`src/rtl/smb_pkg.sv`:
```
package smb_pkg;

  typedef enum logic [2:0] {
    S_IDLE,
    S_ADDR,
    S_AACK,
    S_WDATA,
    S_WACK,
    S_RDATA,
    S_RACK
  } smb_state_e;

  localparam logic [4:0] DEV_PREFIX   = 5'b01011;
  localparam logic [6:0] ALERT_REPLY  = 7'b0001100;

  // strap code to the two low address bits
  function automatic logic [1:0] strap_low_bits(input logic [1:0] code);
    case (code)
      2'd0:    strap_low_bits = 2'b00;
      2'd1:    strap_low_bits = 2'b01;
      default: strap_low_bits = 2'b10;
    endcase
  endfunction

endpackage

```
`src/rtl/smb_sync.sv`:
```
module smb_sync #(
  parameter int W      = 2,
  parameter int STAGES = 2
) (
  input  logic         clk,
  input  logic         rst_n,
  input  logic [W-1:0] d_i,
  output logic [W-1:0] q_o
);

  logic [STAGES-1:0][W-1:0] stg;

  always_ff @(posedge clk or negedge rst_n) begin
    if (!rst_n) stg[0] <= '1;
    else        stg[0] <= d_i;
  end

  for (genvar s = 1; s < STAGES; s++) begin : g_stage
    always_ff @(posedge clk or negedge rst_n) begin
      if (!rst_n) stg[s] <= '1;
      else        stg[s] <= stg[s-1];
    end
  end

  assign q_o = stg[STAGES-1];

endmodule

```
`src/rtl/smb_bus_cond.sv`:
```
module smb_bus_cond (
  input  logic clk,
  input  logic rst_n,
  input  logic scl_s,
  input  logic sda_s,
  output logic scl_lvl,
  output logic sda_lvl,
  output logic scl_rise,
  output logic scl_fall,
  output logic start_det,
  output logic stop_det
);

  logic scl_d, sda_d;

  always_ff @(posedge clk or negedge rst_n) begin
    if (!rst_n) begin
      scl_d <= 1'b1;
      sda_d <= 1'b1;
    end else begin
      scl_d <= scl_s;
      sda_d <= sda_s;
    end
  end

  assign scl_lvl   = scl_s;
  assign sda_lvl   = sda_s;
  assign scl_rise  = scl_s & ~scl_d;
  assign scl_fall  = ~scl_s & scl_d;
  assign start_det = scl_s & scl_d & sda_d & ~sda_s;
  assign stop_det  = scl_s & scl_d & ~sda_d & sda_s;

endmodule

```
`src/rtl/smb_regfile.sv`:
```
module smb_regfile #(
  parameter int NREGS = 8,
  parameter int DW    = 8
) (
  input  logic          clk,
  input  logic          rst_n,
  input  logic          we_i,
  input  logic [7:0]    waddr_i,
  input  logic [DW-1:0] wdata_i,
  input  logic [7:0]    raddr_i,
  output logic [DW-1:0] rdata_o
);

  localparam int IW = (NREGS > 1) ? $clog2(NREGS) : 1;
  localparam logic [7:0] LIMIT = 8'(NREGS);

  logic [NREGS-1:0][DW-1:0] mem;
  logic                     wr_ok;

  assign wr_ok = we_i && (waddr_i < LIMIT);

  for (genvar r = 0; r < NREGS; r++) begin : g_reg
    logic en;
    assign en = wr_ok && (waddr_i[IW-1:0] == IW'(r));
    always_ff @(posedge clk or negedge rst_n) begin
      if (!rst_n)  mem[r] <= '0;
      else if (en) mem[r] <= wdata_i;
    end
  end

  always_comb begin
    if (raddr_i < LIMIT) rdata_o = mem[raddr_i[IW-1:0]];
    else                 rdata_o = '0;
  end

endmodule

```
`src/rtl/smb_reg_slave.sv`:
```
module smb_reg_slave
  import smb_pkg::*;
#(
  parameter int NREGS       = 8,
  parameter int SYNC_STAGES = 2
) (
  input  logic       clk,
  input  logic       rst_n,
  input  logic [1:0] strap_i,
  input  logic       alert_i,
  input  logic       scl_i,
  input  logic       sda_i,
  output logic       sda_pull_o
);

  localparam int DW = 8;
  localparam int CW = $clog2(DW);
  localparam logic [CW-1:0] LAST_BIT = CW'(DW - 1);

  logic [1:0] sync_q;
  logic       scl_lvl, sda_lvl, scl_rise, scl_fall, start_det, stop_det;

  smb_sync #(.W(2), .STAGES(SYNC_STAGES)) u_sync (
    .clk   (clk),
    .rst_n (rst_n),
    .d_i   ({scl_i, sda_i}),
    .q_o   (sync_q)
  );

  smb_bus_cond u_cond (
    .clk       (clk),
    .rst_n     (rst_n),
    .scl_s     (sync_q[1]),
    .sda_s     (sync_q[0]),
    .scl_lvl   (scl_lvl),
    .sda_lvl   (sda_lvl),
    .scl_rise  (scl_rise),
    .scl_fall  (scl_fall),
    .start_det (start_det),
    .stop_det  (stop_det)
  );

  // strap capture: loads only while reset is held
  logic [1:0] strap_q;
  logic [6:0] own_addr;

  always_ff @(posedge clk) begin
    if (!rst_n) strap_q <= strap_i;
  end

  assign own_addr = {DEV_PREFIX, strap_low_bits(strap_q)};

  // state registers and their next values
  smb_state_e    state, state_n;
  logic [CW-1:0] cnt, cnt_n;
  logic [DW-1:0] shreg, shreg_n;
  logic [7:0]    ptr, ptr_n;
  logic          done, done_n;
  logic          rw, rw_n;
  logic          ara, ara_n;
  logic          first, first_n;
  logic          nack, nack_n;
  logic          pull, pull_n;
  logic          reg_we;
  logic [DW-1:0] reg_rdata;
  logic [DW-1:0] tx_byte;
  logic          own_hit, ara_hit;

  smb_regfile #(.NREGS(NREGS), .DW(DW)) u_regs (
    .clk     (clk),
    .rst_n   (rst_n),
    .we_i    (reg_we),
    .waddr_i (ptr),
    .wdata_i (shreg),
    .raddr_i (ptr),
    .rdata_o (reg_rdata)
  );

  assign own_hit = (shreg[7:1] == own_addr);
  assign ara_hit = (shreg[7:1] == ALERT_REPLY) && shreg[0] && alert_i;
  assign tx_byte = ara ? {own_addr, 1'b0} : reg_rdata;

  always_comb begin
    state_n = state;
    cnt_n   = cnt;
    shreg_n = shreg;
    ptr_n   = ptr;
    done_n  = done;
    rw_n    = rw;
    ara_n   = ara;
    first_n = first;
    nack_n  = nack;
    pull_n  = pull;
    reg_we  = 1'b0;

    if (stop_det) begin
      state_n = S_IDLE;
      pull_n  = 1'b0;
    end else if (start_det) begin
      state_n = S_ADDR;
      cnt_n   = '0;
      done_n  = 1'b0;
      pull_n  = 1'b0;
    end else begin
      case (state)
        S_ADDR, S_WDATA: begin
          if (scl_rise && !done) begin
            shreg_n = {shreg[DW-2:0], sda_lvl};
            cnt_n   = cnt + 1'b1;
            if (cnt == LAST_BIT) done_n = 1'b1;
          end
          if (scl_fall && done) begin
            done_n = 1'b0;
            cnt_n  = '0;
            if (state == S_ADDR) begin
              if (own_hit || ara_hit) begin
                state_n = S_AACK;
                pull_n  = 1'b1;
                rw_n    = shreg[0];
                ara_n   = ara_hit;
              end else begin
                state_n = S_IDLE;
              end
            end else begin
              if (first) begin
                ptr_n   = shreg;
                first_n = 1'b0;
              end else begin
                reg_we = 1'b1;
              end
              state_n = S_WACK;
              pull_n  = 1'b1;
            end
          end
        end
        S_AACK: begin
          if (scl_fall) begin
            cnt_n = '0;
            if (rw) begin
              state_n = S_RDATA;
              shreg_n = tx_byte;
              pull_n  = ~tx_byte[DW-1];
            end else begin
              state_n = S_WDATA;
              first_n = 1'b1;
              pull_n  = 1'b0;
            end
          end
        end
        S_WACK: begin
          if (scl_fall) begin
            state_n = S_WDATA;
            pull_n  = 1'b0;
          end
        end
        S_RDATA: begin
          if (scl_fall) begin
            if (cnt == LAST_BIT) begin
              state_n = S_RACK;
              pull_n  = 1'b0;
            end else begin
              shreg_n = {shreg[DW-2:0], 1'b0};
              pull_n  = ~shreg[DW-2];
              cnt_n   = cnt + 1'b1;
            end
          end
        end
        S_RACK: begin
          if (scl_rise) nack_n = sda_lvl;
          if (scl_fall) begin
            if (nack) begin
              state_n = S_IDLE;
            end else begin
              state_n = S_RDATA;
              cnt_n   = '0;
              shreg_n = tx_byte;
              pull_n  = ~tx_byte[DW-1];
            end
          end
        end
        default: ;
      endcase
    end
  end

  always_ff @(posedge clk or negedge rst_n) begin
    if (!rst_n) begin
      state <= S_IDLE;
      cnt   <= '0;
      shreg <= '0;
      ptr   <= '0;
      done  <= 1'b0;
      rw    <= 1'b0;
      ara   <= 1'b0;
      first <= 1'b0;
      nack  <= 1'b0;
      pull  <= 1'b0;
    end else begin
      state <= state_n;
      cnt   <= cnt_n;
      shreg <= shreg_n;
      ptr   <= ptr_n;
      done  <= done_n;
      rw    <= rw_n;
      ara   <= ara_n;
      first <= first_n;
      nack  <= nack_n;
      pull  <= pull_n;
    end
  end

  assign sda_pull_o = pull;

endmodule

```
`config.mk`:
```
export PLATFORM = sky130hd
export DESIGN_NAME = smb_reg_slave
export DESIGN_NICKNAME = d
export VERILOG_FILES = /design/src/rtl/smb_pkg.sv /design/src/rtl/smb_sync.sv /design/src/rtl/smb_bus_cond.sv /design/src/rtl/smb_regfile.sv /design/src/rtl/smb_reg_slave.sv
export SDC_FILE = /design/constraint.sdc
export NUM_CORES = 1
export LEC_CHECK = 0
export BUFFER_PORTS_ARGS = -buffer_cell sky130_fd_sc_hd__buf_2
export CAP_MARGIN = 30
export CORE_ASPECT_RATIO = 1.75
export CORE_UTILIZATION = 55
export CTS_CLUSTER_DIAMETER = 30
export DETAILED_ROUTE_END_ITERATION = 7
export HOLD_SLACK_MARGIN = 0.05
export PLACE_DENSITY = 0.75
export SYNTH_ARGS = -nofsm -noshare
export SYNTH_HDL_FRONTEND = slang
export SYNTH_SLANG_ARGS = --single-unit
```
`constraint.sdc`:
```
create_clock -name clk -period 7.34 [get_ports clk]
set_input_delay 0.734 -clock clk [delete_from_list [all_inputs] [get_ports clk]]
set_output_delay 0.734 -clock clk [all_outputs]
set_load 0.1 [all_outputs]
```
After elaboration in Yosys (flattened, before gate mapping). Cells that the tools add are included.

Register bits: 100. Word-level logic and storage cells: 181. Bits of input ports: 7. Output and inout port bits: 1.

Equal/unequal tests: 41. Reductions and logical operators: 34. $lt $le $gt $ge: 2. $add $sub $neg: 1. Muxes and demuxes: 64. Bitwise operators: 16.

Operators by type and width (number): 2-to-1 mux 8 bit (10); 2-to-1 mux 3 bit (19); != test 4 bit, second input constant (8); one-hot mux 8 bit (4 select lines) (1); 2-to-1 mux 1 bit (27); binary-select mux 8 bit (select 3 bit) (1); equality test 3 bit, second input constant (8); != test 2 bit, second input constant (10); AND reduction 8 bit (2); != test 3 bit, second input constant (5); one-hot mux 3 bit (5 select lines) (1); AND reduction 7 bit (2); logical AND 1 bit (13); equality test 3 x 2 -> 1 bit, second input constant (4); one-hot mux 3 bit (4 select lines) (1); AND reduction 6 bit (2); AND reduction 10 bit (1); inverter 1 bit (9); < comparator 8 x 4 -> 1 bit, second input constant (1); AND reduction 4 bit (2); bitwise AND 1 bit (7); equality test 7 x 4 -> 1 bit, second input constant (1); equality test 7 x 6 -> 1 bit (1); nonzero test 7 bit (1); 18 further kinds (21).

Longest topological paths before layout.
Word-level depth: 10. Mapped depth: 9. Depth with buffers taken out: 7.

Cells and area by module. Synthesis repeated with hierarchy kept, for this count alone.

Cell total of the unflattened synthesis: 388. Area, all modules: 4988.5 µm².

By module, submodules not included: smb_regfile (sequential area each 1601.5 µm², instances 1, area an instance 3037.9 µm², cells each 195); smb_reg_slave (sequential area each 760.7 µm², instances 1, area an instance 1730.4 µm², cells each 179); smb_sync (sequential area each 105.1 µm², instances 1, area an instance 120.1 µm², cells each 6); smb_bus_cond (sequential area each 52.6 µm², instances 1, area an instance 100.1 µm², cells each 8).

Worst setup path after synthesis. OpenSTA, ideal clock, no wires.

Kind: reg2reg. Start point: register u_cond.scl_d. End point: register u_regs.mem[32] (netlist bit). Setup time: 0.125 ns. Data arrival time: 2.202 ns. Buffers on the path: 2. Required time: 7.215 ns. Slack: 5.013 ns. Cell stages (with the launch flop): 8. Period minus slack after synthesis: 2.327 ns. Path through: dfstp_2 > buf_4 > and3b_1 > nand3_1 > or4_1 > buf_2 > nor3b_4 > mux2_2.

Cells in the longest elaborated chain, start to end: 8. Elaborated cells on any way between the ends: 13. Those cells by class: mux: 4; bitwise: 6; reduce/logical: 3.

RTL lines: start, declared (RTL line smb_bus_cond.sv:14) `logic scl_d, sda_d;`; start signal, assigned (RTL line smb_bus_cond.sv:21) `scl_d <= scl_s;`; bitwise AND 1 bit (RTL line smb_bus_cond.sv:29) `assign scl_fall = ~scl_s & scl_d;`; logical AND 1 bit (RTL line smb_reg_slave.sv:112) `if (scl_fall && done) begin`; 2-to-1 mux 1 bit (RTL line smb_reg_slave.sv:112); 2-to-1 mux 1 bit (RTL line smb_reg_slave.sv:105) `case (state)`; 2-to-1 mux 1 bit (RTL line smb_reg_slave.sv:99) `end else if (start_det) begin`; 2-to-1 mux 1 bit * (RTL line smb_reg_slave.sv:96) `if (stop_det) begin`; logical AND 1 bit * (RTL line smb_regfile.sv:20) `assign wr_ok = we_i && (waddr_i < LIMIT);`; logical AND 1 bit * (RTL line smb_regfile.sv:24) `assign en = wr_ok && (waddr_i[IW-1:0] == IW'(r));`; end signal, assigned by index (RTL line smb_regfile.sv:27) `else if (en) mem[r] <= wdata_i;`; end, declared (RTL line smb_regfile.sv:17) `logic [NREGS-1:0][DW-1:0] mem;`.

Every way passes the cells marked *; elsewhere a longest branch is shown, timed or not. A chain may end at the register's enable or synchronous reset.

Worst setup path in the final report.
Start point: register state[0]. End point: register u_regs.mem[9] (netlist bit).

Cells in the longest elaborated chain, start to end: 8. Elaborated cells on any way between the ends: 10. Those cells by class: eq/ne: 2; mux: 5; reduce/logical: 3.

RTL lines: start, declared (RTL line smb_reg_slave.sv:54) `smb_state_e state, state_n;`; start signal, assigned (RTL line smb_reg_slave.sv:199) `state <= state_n;`; equality test 3 x 1 -> 1 bit (RTL line smb_reg_slave.sv:105, smb_reg_slave.sv:115); 2-to-1 mux 1 bit (RTL line smb_reg_slave.sv:115) `if (state == S_ADDR) begin`; 2-to-1 mux 1 bit (RTL line smb_reg_slave.sv:112); 2-to-1 mux 1 bit * (RTL line smb_reg_slave.sv:105); 2-to-1 mux 1 bit * (RTL line smb_reg_slave.sv:99); 2-to-1 mux 1 bit * (RTL line smb_reg_slave.sv:96); logical AND 1 bit * (RTL line smb_regfile.sv:20); logical AND 1 bit * (RTL line smb_regfile.sv:24).

Marks and branches as above.

==> key figures <==
Synthesis
  – Post-synthesis register bit count: 100
  – Syn_nets: between 300 and 400
  – Syn avg cell area: 12.8 µm²
  – Largest cells by area after synthesis: dfrtp_1 48%, mux2_2 18%, mux4_2 6.5%
  – Unique cell type count in the Yosys netlist: 54
  – Syn Inst Count: 378
  – Synth Warn #: 0
  – Sequential area share after synthesis: 0.522
  – Mapped Area: 4830 µm²
  – Dominant synthesized flop cell: dfrtp_1
  – Largest area contributor in the netlist: dfrtp_1
  – Post-synth EDFFs: 2
  – Ys async rst share: 0.980
  – Yosys top cell area share: 0.477

Setup path
  – Worst Path Arrival: approximately 3.0 ns
  – Crit path top cell by count: nor2b_1
  – Max incr delay on CP: 0.67 ns
  – Element type at the critical path end: register
  – Critical Path Fanout Max: 16
  – CP max stage cell: or4_1
  – Critical path class: register to register
  – Critical Path RT: 7.57 ns
  – CP Cell Sequence: nor2b_1 -> nand3_1 -> or4_1 -> nor2b_1 -> mux2_2
  – Crit path launch type: register

Detailed routing
  – Drt wl/cell: between 20 and 25 µm
  – Via Count: 3118
  – Post-route ant nets: 0
  – Routed Wire Length: roughly 10000 µm
  – Pre-antenna DRT Iters: 4
  – Vias per cell: 6.31
  – Detailed Route Iter0 Violations: 248
  – Post-route DRC: 0

Die
  – Starting Density: 0.574
  – Die footprint: 9180 µm²
  – Core area: 8420 µm²
  – Die Y: 126 µm
  – Horiz. Die Dim: roughly 73 µm
  – I/O pins: 8
  – Floorplan row count: 44

Clock network
  – Number of gates resized after cts: 0
  – Setup Fix Bufs, Post-CTS: 0
  – Clock Latency Late Sink: 0.35 ns
  – Total clock sinks: 100
  – Num CTS Buffers: 9
  – CTS tree: done
  – Hold_buf cts: 0
  – CTS clock-pin slew for the worst setup and hold paths: about 0.070 ns
  – CTS max path bufs: 2
  – CTS Root Cell: clkbuf_16
  – H-tree Lvls: 3

Global routing
  – Largest net degree at the start of global routing: 53
  – Total Routing Usage GR: 0.253
  – Initial antenna violation count: 0
  – Number of global-route vias before repair: 3318
  – Total grt overflow: 0
  – First-pass GRT wire length: ~17000 µm

Worst hold path
  – Hold Path Class: register to register

Pwr
  – Total power draw: 0.00169 W
  – Pwr Density: 324 nW/µm²
  – Static Leak: around 2.3 nW
  – Peak supply drop: roughly 170 µV

Layout
  – Finished Layout Cells: 494
  – Commonest non-fill, non-tap cells in the layout: 92 x dfrtp_1, 77 x mux2_2, 25 x o21ai_0
  – Share of cells above drive strength 1: 0.335
  – P&R area growth vs syn: 8.24%
  – Nets: around 380
  – Most common cell after layout, fill and taps aside: dfrtp_1
  – # diodes: 0

STA
  – FMAX: 0.358 GHz
  – Period utilization: 0.381
  – Clk_skew: 0.00799 ns
  – Final setup vio count: 0
  – RSZ-0062 raised after global routing: false
  – Max-slew headroom: 0.359
  – Measured slew at the worst slew-check pin: roughly 0.96 ns
  – Setup TNS: 0 ns
  – Min Hold Slack: 0.356 ns
  – Final WS setup: 4.54 ns
  – Final Hold Fails: 0
  – Slew Limit Fails: 0
  – Final min period: ~2.8 ns

Place
  – Post-DP HPWL: about 7300 µm
  – GPL Wtd Cong: 0.905
  – IO Port Bufs: 7
  – Post-Place Cells: 478
  – Worst slack at placement: 4.60 ns

Flow run
  – # Max-Cap Violations: 0

Run status
  – Status: complete, no violations
## Yosys cell counts, drive strengths merged (8+ instances only)
library cell  count
dfrtp            92
mux2             77
o21ai            25
nand2            23
clkbuf           15
a21oi            14
mux4             14
mux2i            11
buf               9
nor3              9
nor2              8
nor2b             8
## layout make-up
type | count | area [µm²]
fillers | 643 | 3190
flip-flops and latches | 100 | 2520
multi-input cells | 247 | 2180
clock buffers | 10 | 229
well taps | 115 | 144
clock inverters | 6 | 73.8
repair buffers | 9 | 52.6
inverters | 7 | 26.3
## layer usage
layer  vias up  GRT usage  part of all wire
li1       1385          -                 -
met1      1611      0.271              0.37
met5         -          0                 0
met3        38     0.0536             0.036
met4         0      0.173             0.050
met2        84      0.435              0.55
## critical path, delay by kind of cell, from the launching register on
kind          cells  cell delay, ns
flops             1            0.59
mux               1            0.41
simple gates      4            1.67
## final timing paths
path                               start              to  slack, ns  depth (start not counted)
setup / recovery                state[0]   u_regs.mem[9]       4.54                          5
hold / removal             u_sync.stg[0]   u_sync.q_o[0]       0.36                          0
setup reg to reg                state[0]   u_regs.mem[9]       4.54                          5
hold reg to reg            u_sync.stg[0]   u_sync.q_o[0]       0.36                          0
max in group asynchronous          rst_n  u_regs.mem[49]       5.89                          2
min in group asynchronous          rst_n          cnt[1]       0.39                          1
## logic make-up after synthesis
logic type	Yosys count	synth area share
buffers and inverters	31	0.0264
AND/OR/NAND/NOR	81	0.101
flip-flops	100	0.522
adder cells (fa/ha/maj)	2	0.00518
multiplexers	102	0.268
XOR/XNOR	2	0.00363
AO/OA/AOI/OAI	60	0.0743
## metrics by stage
step	util	area (µm²)
finish	0.621	5230
global route	0.621	5230
detailed placement	0.585	4930
CTS	0.621	5230
floorplan	-	4830
global placement	0.585	4930
## registers in the layout, summed over array words and instances (netlist names)
signal        flops
cnt               3
u_sync.q_o        2
shreg             8
u_cond.scl_d      1
sda_pull_o        1
ara               1
strap_q           2
u_cond.sda_d      1
rw                1
first             1
u_regs.mem       64
u_sync.stg        2
nack              1
done              1
state             3
ptr               8
## report_power, final
group          total, W  internal (W)  switching (W)
Combinational  0.000425      0.000183       0.000242
Sequential     0.000797      0.000619       0.000178
Clock          0.000472      0.000268       0.000205
Total           0.00169       0.00107       0.000625
Power figures use the tool's default switching activity.
